$ cat src/rtl/rndw_pkg.sv
package rndw_pkg;

    localparam int DATA_W = 32;
    localparam int ADDR_W = 4;

    typedef enum logic [1:0] {
        REG_CTRL = 2'd0,
        REG_STAT = 2'd1,
        REG_ENT  = 2'd2,
        REG_OUT  = 2'd3
    } reg_sel_e;

    typedef enum logic {
        CTL_IDLE = 1'b0,
        CTL_RUN  = 1'b1
    } ctl_state_e;

    localparam int            LFSR_A_W    = 32;
    localparam logic [31:0]   LFSR_A_TAPS = 32'h8020_0003;
    localparam logic [31:0]   LFSR_A_SEED = 32'hACE1_2461;
    localparam int            LFSR_B_W    = 31;
    localparam logic [30:0]   LFSR_B_TAPS = 31'h4800_0000;
    localparam logic [30:0]   LFSR_B_SEED = 31'h2B3C_5D71;

    localparam int CTL_GO_BIT  = 0;
    localparam int ST_UND_BIT  = 0;
    localparam int ST_FULL_BIT = 1;
    localparam int ST_LVL_LSB  = 4;
    localparam int ST_LVL_W    = 4;

endpackage

$ cat src/rtl/rndw_lfsr.sv
module rndw_lfsr #(
    parameter int           W    = 32,
    parameter logic [W-1:0] TAPS = '1,
    parameter logic [W-1:0] SEED = '1
) (
    input  logic         clk,
    input  logic         rst_n,
    input  logic         mix_en,
    input  logic [W-1:0] mix_val,
    output logic [W-1:0] state_o
);

    logic [W-1:0] st_q;
    logic [W-1:0] stepped;
    logic [W-1:0] mixed;
    logic [W-1:0] st_d;

    always_comb begin
        stepped = {st_q[W-2:0], ^(st_q & TAPS)};
        mixed   = mix_en ? (stepped ^ mix_val) : stepped;
        // an all-zero state would lock up; fall back to the seed
        st_d    = (mixed == '0) ? SEED : mixed;
    end

    always_ff @(posedge clk or negedge rst_n) begin
        if (!rst_n) st_q <= SEED;
        else        st_q <= st_d;
    end

    assign state_o = st_q;

endmodule

$ cat src/rtl/rndw_fifo.sv
module rndw_fifo #(
    parameter int DEPTH = 4,
    parameter int W     = 32
) (
    input  logic                             clk,
    input  logic                             rst_n,
    input  logic                             push_i,
    input  logic [W-1:0]                     push_data_i,
    input  logic                             pop_i,
    output logic [W-1:0]                     head_o,
    output logic [$clog2(DEPTH+1)-1:0]       level_o,
    output logic                             full_o,
    output logic                             empty_o
);

    localparam int PTR_W = (DEPTH > 1) ? $clog2(DEPTH) : 1;
    localparam int LVL_W = $clog2(DEPTH + 1);

    logic [W-1:0]     mem_q [DEPTH];
    logic [PTR_W-1:0] rd_ptr_q;
    logic [PTR_W-1:0] wr_ptr_q;
    logic [LVL_W-1:0] level_q;
    logic             do_push;
    logic             do_pop;

    assign full_o  = (level_q == LVL_W'(DEPTH));
    assign empty_o = (level_q == '0);
    assign do_push = push_i && !full_o;
    assign do_pop  = pop_i && !empty_o;

    always_ff @(posedge clk) begin
        if (do_push) mem_q[wr_ptr_q] <= push_data_i;
    end

    always_ff @(posedge clk or negedge rst_n) begin
        if (!rst_n) begin
            rd_ptr_q <= '0;
            wr_ptr_q <= '0;
            level_q  <= '0;
        end else begin
            if (do_push)
                wr_ptr_q <= (wr_ptr_q == PTR_W'(DEPTH-1)) ? '0 : wr_ptr_q + 1'b1;
            if (do_pop)
                rd_ptr_q <= (rd_ptr_q == PTR_W'(DEPTH-1)) ? '0 : rd_ptr_q + 1'b1;
            if (do_push && !do_pop)      level_q <= level_q + 1'b1;
            else if (do_pop && !do_push) level_q <= level_q - 1'b1;
        end
    end

    assign head_o  = empty_o ? '0 : mem_q[rd_ptr_q];
    assign level_o = level_q;

endmodule

$ cat src/rtl/rndw_ctrl.sv
module rndw_ctrl
    import rndw_pkg::*;
#(
    parameter int INTERVAL = 256
) (
    input  logic clk,
    input  logic rst_n,
    input  logic start_i,
    output logic go_o,
    output logic tick_o
);

    localparam int CNT_W = (INTERVAL > 1) ? $clog2(INTERVAL) : 1;

    ctl_state_e       state_q;
    ctl_state_e       state_d;
    logic [CNT_W-1:0] cnt_q;
    logic             at_end;

    assign at_end = (cnt_q == CNT_W'(INTERVAL - 1));

    always_comb begin
        state_d = state_q;
        unique case (state_q)
            CTL_IDLE: if (start_i) state_d = CTL_RUN;
            CTL_RUN:  state_d = CTL_RUN;
            default:  state_d = CTL_IDLE;
        endcase
    end

    always_ff @(posedge clk or negedge rst_n) begin
        if (!rst_n) state_q <= CTL_IDLE;
        else        state_q <= state_d;
    end

    always_ff @(posedge clk or negedge rst_n) begin
        if (!rst_n)                  cnt_q <= '0;
        else if (state_q != CTL_RUN) cnt_q <= '0;
        else if (at_end)             cnt_q <= '0;
        else                         cnt_q <= cnt_q + 1'b1;
    end

    always_comb begin
        go_o   = 1'b0;
        tick_o = 1'b0;
        unique case (state_q)
            CTL_IDLE: ;
            CTL_RUN: begin
                go_o   = 1'b1;
                tick_o = at_end;
            end
            default: ;
        endcase
    end

endmodule

$ cat src/rtl/rndw_periph.sv
module rndw_periph
    import rndw_pkg::*;
#(
    parameter int FIFO_DEPTH    = 4,
    parameter int PUSH_INTERVAL = 256
) (
    input  logic              clk,
    input  logic              rst_n,
    input  logic              bus_sel,
    input  logic              bus_wr,
    input  logic [ADDR_W-1:0] bus_addr,
    input  logic [DATA_W-1:0] bus_wdata,
    output logic [DATA_W-1:0] bus_rdata
);

    localparam int LVL_W = $clog2(FIFO_DEPTH + 1);

    reg_sel_e          sel;
    logic              wr_ctrl;
    logic              wr_ent;
    logic              rd_stat;
    logic              rd_out;
    logic              go;
    logic              tick;
    logic [31:0]       a_state;
    logic [30:0]       b_state;
    logic [31:0]       word;
    logic [31:0]       head;
    logic [LVL_W-1:0]  fifo_level;
    logic              fifo_full;
    logic              fifo_empty;
    logic              und_q;
    logic [ST_LVL_W-1:0] lvl_field;
    logic [1:0]        unused_addr;

    assign unused_addr = bus_addr[1:0];
    assign sel     = reg_sel_e'(bus_addr[3:2]);
    assign wr_ctrl = bus_sel &&  bus_wr && (sel == REG_CTRL);
    assign wr_ent  = bus_sel &&  bus_wr && (sel == REG_ENT);
    assign rd_stat = bus_sel && !bus_wr && (sel == REG_STAT);
    assign rd_out  = bus_sel && !bus_wr && (sel == REG_OUT);

    rndw_ctrl #(.INTERVAL(PUSH_INTERVAL)) ctrl_i (
        .clk     (clk),
        .rst_n   (rst_n),
        .start_i (wr_ctrl && bus_wdata[CTL_GO_BIT]),
        .go_o    (go),
        .tick_o  (tick)
    );

    rndw_lfsr #(.W(LFSR_A_W), .TAPS(LFSR_A_TAPS), .SEED(LFSR_A_SEED)) lfsr_a_i (
        .clk     (clk),
        .rst_n   (rst_n),
        .mix_en  (wr_ent),
        .mix_val (bus_wdata),
        .state_o (a_state)
    );

    rndw_lfsr #(.W(LFSR_B_W), .TAPS(LFSR_B_TAPS), .SEED(LFSR_B_SEED)) lfsr_b_i (
        .clk     (clk),
        .rst_n   (rst_n),
        .mix_en  (wr_ent),
        .mix_val (bus_wdata[31:1]),
        .state_o (b_state)
    );

    assign word = a_state ^ {b_state, 1'b0};

    rndw_fifo #(.DEPTH(FIFO_DEPTH), .W(DATA_W)) fifo_i (
        .clk         (clk),
        .rst_n       (rst_n),
        .push_i      (tick),
        .push_data_i (word),
        .pop_i       (rd_out),
        .head_o      (head),
        .level_o     (fifo_level),
        .full_o      (fifo_full),
        .empty_o     (fifo_empty)
    );

    always_ff @(posedge clk or negedge rst_n) begin
        if (!rst_n)                   und_q <= 1'b0;
        else if (rd_out && fifo_empty) und_q <= 1'b1;
        else if (rd_stat)             und_q <= 1'b0;
    end

    assign lvl_field = ST_LVL_W'(fifo_level);

    always_comb begin
        bus_rdata = '0;
        unique case (sel)
            REG_CTRL: bus_rdata[CTL_GO_BIT] = go;
            REG_STAT: begin
                bus_rdata[ST_LVL_LSB +: ST_LVL_W] = lvl_field;
                bus_rdata[ST_FULL_BIT]            = fifo_full;
                bus_rdata[ST_UND_BIT]             = und_q;
            end
            REG_ENT:  bus_rdata = '0;
            REG_OUT:  bus_rdata = head;
            default:  bus_rdata = '0;
        endcase
    end

endmodule

$ cat config.mk
export PLATFORM = sky130hd
export DESIGN_NAME = rndw_periph
export DESIGN_NICKNAME = d
export VERILOG_FILES = /design/src/rtl/rndw_pkg.sv /design/src/rtl/rndw_lfsr.sv /design/src/rtl/rndw_fifo.sv /design/src/rtl/rndw_ctrl.sv /design/src/rtl/rndw_periph.sv
export SDC_FILE = /design/constraint.sdc
export NUM_CORES = 1
export LEC_CHECK = 0
export BUFFER_PORTS_ARGS = -buffer_cell sky130_fd_sc_hd__buf_2
export CORE_MARGIN = 5
export CORE_UTILIZATION = 55
export CTS_CLUSTER_DIAMETER = 40
export CTS_CLUSTER_SIZE = 10
export DETAILED_ROUTE_END_ITERATION = 10
export PLACE_DENSITY = 0.75
export SLEW_MARGIN = 0
export SYNTH_ARGS = -nofsm -noshare
export SYNTH_HDL_FRONTEND = slang
export SYNTH_SLANG_ARGS = --single-unit
$ cat constraint.sdc
create_clock -name clk -period 3.05 [get_ports clk]
set_input_delay 0.61 -clock clk [delete_from_list [all_inputs] [get_ports clk]]
set_output_delay 0.61 -clock clk [all_outputs]
set_load 0.1 [all_outputs]
Word-level counts from Yosys, hierarchy flattened
Memory sizes are Yosys's and may differ from the RTL's.
Cells that the tools add are included.
Storage, ports and cells
  output and inout port bits: 32
  RAM bits: 128
  logic and storage cells: 74
  memories kept: 1
  register bits after elaboration: 80
  bits of input ports: 40
Operators by class
  equal/unequal tests: 7
  reductions and logical operators: 25
  bitwise operators: 4
  add/subtract/negate cells: 5
  muxes and demuxes: 24
Memory list
  fifo_i.mem_q: depth 4, width 32, read ports 1, clocked after Yosys merged registers in 0, wr ports 1, line rndw_fifo.sv:19  | logic [W-1:0] mem_q [DEPTH];
Operators with widths (count)
  two-way mux 32 bit: 3
  bitwise XOR 32 bit: 2
  two-way mux 31 bit: 2
  zero test 32 bit: 1
  XOR reduction 32 bit: 1
  zero test 31 bit: 1
  XOR reduction 31 bit: 1
  bitwise XOR 31 bit: 1
  two-way mux 24 bit: 1
  two-way mux 8 bit: 2
  logical AND 1 bit: 12
  adder 8 x 1 -> 8 bit (second input constant): 1
  == test 2 bit (second input constant): 4
  == test 8 bit (second input constant): 1
  one-hot mux 4 bit (2 select lines): 1
  two-way mux 1 bit: 7
  two-way mux 2 bit: 3
  two-way mux 3 bit: 2
  zero test 1 bit: 5
  adder 2 x 1 -> 2 bit (second input constant): 2
  one-hot mux 1 bit (2 select lines): 2
  one-hot mux 1 bit (4 select lines): 1
  nonzero test 2 bit: 2
  adder 3 x 1 -> 3 bit (second input constant): 1
  other kinds (6): 6

Depth between registers and ports, before layout
  depth after elaboration: 7
  mapped depth: 11
  gate-level depth less buffers: 10

Modules after synthesis
A second synthesis with hierarchy kept.
Second synthesis, totals
  cell total of the unflattened synthesis: 796
  area total of the unflattened synthesis: 10480.1 µm²
By module, submodules not included
  rndw_fifo: instances 1, seq. area each 4018.9 µm², cells each 240, area an instance 5280.1 µm²
  rndw_lfsr at lfsr_b_i: instances 1, seq. area each 797.0 µm², cells each 216, area an instance 2077.0 µm²
  rndw_lfsr at lfsr_a_i: instances 1, seq. area each 817.0 µm², cells each 213, area an instance 2038.2 µm²
  rndw_periph: instances 1, seq. area each 25.0 µm², cells each 85, area an instance 664.4 µm²
  rndw_ctrl: instances 1, seq. area each 225.2 µm², cells each 42, area an instance 420.4 µm²

Worst setup path before layout
No wires, ideal clock.
  kind: reg-to-output
  start: register fifo_i.rd_ptr_q[0]
  end: output port bus_rdata[4]
  path buffers: 1
  path slack: -713 ps
  stages on the path, launching flop included: 5
  arrival time: 3153 ps
  required time: 2440 ps
  path through: dfrtp_1 > clkbuf_1 > mux4_2 > nand3_1 > a21boi_0
On the way
  cells in the longest elaborated chain, start to end: 3
Ends and longest elaborated chain
  from (decl): line rndw_fifo.sv:20  | logic [PTR_W-1:0] rd_ptr_q;
  from (signal assigned): line rndw_fifo.sv:44  | rd_ptr_q <= (rd_ptr_q == PTR_W'(DEPTH-1)) ? '0 : rd_ptr_q + 1'b1;
  memory (4 x 32 bit)
  two-way mux 32 bit: line rndw_fifo.sv:50  | assign head_o = empty_o ? '0 : mem_q[rd_ptr_q];
  one-hot mux 4 bit (2 select lines): line rndw_periph.sv:91  | unique case (sel)
  to (decl): line rndw_periph.sv:13  | output logic [DATA_W-1:0] bus_rdata
No other way between the ends.

Worst setup path after layout
  start: register fifo_i.rd_ptr_q[0]
  end: output port bus_rdata[2]
On the way
  cells in the longest elaborated chain, start to end: 3
Ends and longest elaborated chain (line)
  memory (4 x 32 bit)
  two-way mux 32 bit: rndw_fifo.sv:50
  two-way mux 2 bit: rndw_periph.sv:91
No other way between the ends.

==> flow_summary.yaml <==
yosys:
  syn_inst: 699
  synth_edf_count: 128
  yosysSeqAreaShare: 0.603
  synth-seq-cells: 208
  syn_nets: 747
  ys.flop_type: "edfxtp_1"
  synth_cell_types: 53
  yosys_warnings: 0
  avgSynthCellArea_um2: 14.0
  syn-cell-area_um2: 9760
  async_flop_share: 0.385
job:
  maxCapViolations: 0
run_status:
  status: "finished, final reports clean"
global_routing:
  grt_pass1_wl_um: 32800
  antenna_found_initial: 1
  grt_pass1_vias: 6098
  grt_max_degree: 81
  grt_overflow: 0
  track_usage: 0.206
power:
  p_leak_nw: 4.14
  ir_worst_vdd_v: 0.000553
  powerDensity_nw_per_um2: 851
  power_mw: 10.0
timing:
  worst_pin_slew_ns: 1.03
  hold_viol: 0
  hold_ws_ns: 0.258
  setup_viol: 0
  finalClockSkew_ns: 0.0184
  period_needed_ns: 2.90
  tns_ns: 0
  rsz0062_at_grt: "false"
  maxSlewHeadroom: 0.314
  layout_setup_ws_ns: 0.147
  timing.final.crit_share: 0.952
  slew_violations: 0
  fmax_mhz: 344
finish:
  mostFrequentLayoutCells: "128 x edfxtp_1, 66 x xor2_1, 65 x xnor2_1"
  fin_cells: 1027
  final_common_cell: "edfxtp_1"
  final_nets: 828
  utilization: 0.677
  syn2layout_area_growth_pct: 20.4
  drive_above_1_share: 0.281
  fin_area_um2: 11800
clocking:
  htree_levels: 1
  cts_sinks: 208
  root_buffer: "clkbuf_16"
  cts_buffer_depth: 3
  numCtsBuffers: 27
  insertion_delay_ns: 0.52
  path_clk_slew_ns: 0.05
  holdBufCountCts: 0
  cts_tree: "done"
die:
  die_x_um: 143
  rows: 48
  pin_count: 72
  core-area_um2: 17400
  die_y_um: 143
  die-area_um2: 20500
  initial_utilization: 0.562
route:
  wl_per_cell_um: 20.3
  detail-route-antenna-nets: 0
  wl_um: 20900
  viasPerCell: 5.89
  drtIter0Drc: 622
  drtPass1Iterations: 5
  drc: 0
  vias: 6050
setup_path:
  reg2reg_to: "fifo_i.level_o[2]"
  start_kind: "flip-flop"
  cp.arrival_ns: 2.29
  critPathCaptureType: "output port"
  cp.required_ns: 2.44
  cp_max_fo: 26
  r2r_cells: 10
  reg2reg_setup_slack_ns: 0.40
  critPathKind: "flip-flop to output port"
  critical_path.reg2reg.startpoint: "ctrl_i.cnt_q[2]"
placed_design:
  placedCellCount: 976
  dp_slack_ns: 0.168
  dpl.hpwl_um: 13700
  gp_congestion: 0.862
  place_area_um2: 10900
  port_buffers: 69
hold_path:
  hold_class: "input port to asynchronous set/reset pin"
[worst max-delay path: stages, from the launching register on]
cell     delay (ns)
dfrtp_2        0.56
buf_12         0.28
mux4_2         0.57
nor2b_2        0.19
buf_12         0.18
[cell type report]
| cell class | instances | area (µm²) |
|---|---|---|
| Sequential cell | 208 | 5880 |
| Clock buffer | 43 | 756 |
| Clock inverter | 7 | 72.6 |
| Multi-Input combinational cell | 453 | 3750 |
| Timing Repair Buffer | 84 | 982 |
| Fill cell | 1135 | 5610 |
| Antenna cell | 1 | 2.50 |
| Inverter | 6 | 22.5 |
| Tap cell | 225 | 282 |
[synth_stat cells, types with 8 or more instances]
cell type / n / area [µm²]
and2_1: 8 / 50.1
o21ai_0: 16 / 80.1
o21ai_1: 13 / 65.1
nor4bb_1: 21 / 210
nand2_1: 37 / 139
o32ai_1: 19 / 166
mux4_2: 32 / 721
o21ai_2: 9 / 78.8
a31oi_1: 22 / 138
nor2_1: 57 / 214
nor2b_1: 28 / 175
clkbuf_1: 18 / 67.6
xnor2_1: 65 / 569
dfstp_2: 30 / 788
dfrtp_1: 50 / 1250
xor2_1: 66 / 578
edfxtp_1: 128 / 3840
[per-layer routing]
metal / part of all wire / wire length [µm] / track usage / vias to the layer above
met5: 0 / 0 / 0 / -
met4: 0.019 / 395 / 0.0555 / 0
met3: 0.061 / 1270 / 0.0265 / 37
met2: 0.49 / 10300 / 0.334 / 203
met1: 0.43 / 8920 / 0.297 / 3068
li1: - / - / - / 2742
[state kept, by name (all words and copies together) (netlist names)]
name / flops
fifo_i.mem_q: 128
lfsr_a_i.state_o: 32
lfsr_b_i.state_o: 31
ctrl_i.cnt_q: 8
fifo_i.level_o: 3
fifo_i.rd_ptr_q: 2
fifo_i.wr_ptr_q: 2
ctrl_i.state_q: 1
und_q: 1
[worst max-delay path by stage]
| stage | from | end | slack, ns | depth (start not counted) |
|---|---|---|---|---|
| after global placement | bus_addr[2] | lfsr_a_i.state_o[0] | 0.18 | 8 |
| after CTS | fifo_i.level_o[0] | bus_rdata[0] | 0.03 | 5 |
| after global routing | fifo_i.rd_ptr_q[0] | bus_rdata[2] | 0.03 | 4 |
| after detailed placement | bus_addr[3] | lfsr_a_i.state_o[0] | 0.17 | 8 |
| final | fifo_i.rd_ptr_q[0] | bus_rdata[2] | 0.15 | 4 |
| after floorplan | fifo_i.rd_ptr_q[0] | bus_rdata[10] | -0.16 | 4 |
[kinds of logic (layout without fill, tap and decap cells)]
logic type | count (synthesis) | in the layout | share of synthesized area
adders and majority gates | 8 | 8 | 0.0110
buffers and inverters | 38 | 140 | 0.0201
xor gates and xnor gates | 131 | 131 | 0.118
and+or+nand+nor | 187 | 187 | 0.106
other | 0 | 1 | 0
muxes | 36 | 36 | 0.0784
DFF | 208 | 208 | 0.603
AOI/OAI and AO/OA | 91 | 91 | 0.0641
[what timing repair did]
item                                    in CTS  in global routing
setup buffers                                0                  0
endpoints found under the setup margin       0                  5
gates resized for setup                      0                  1
[power breakdown]
group | internal [mW] | leakage (nW) | total [mW] | switching, mW
combinational | 0.925 | 1.66 | 2.14 | 1.22
sequential | 4.17 | 2.07 | 4.94 | 0.769
clock | 1.78 | 0.403 | 2.92 | 1.14
Power figures use the tool's default switching activity.
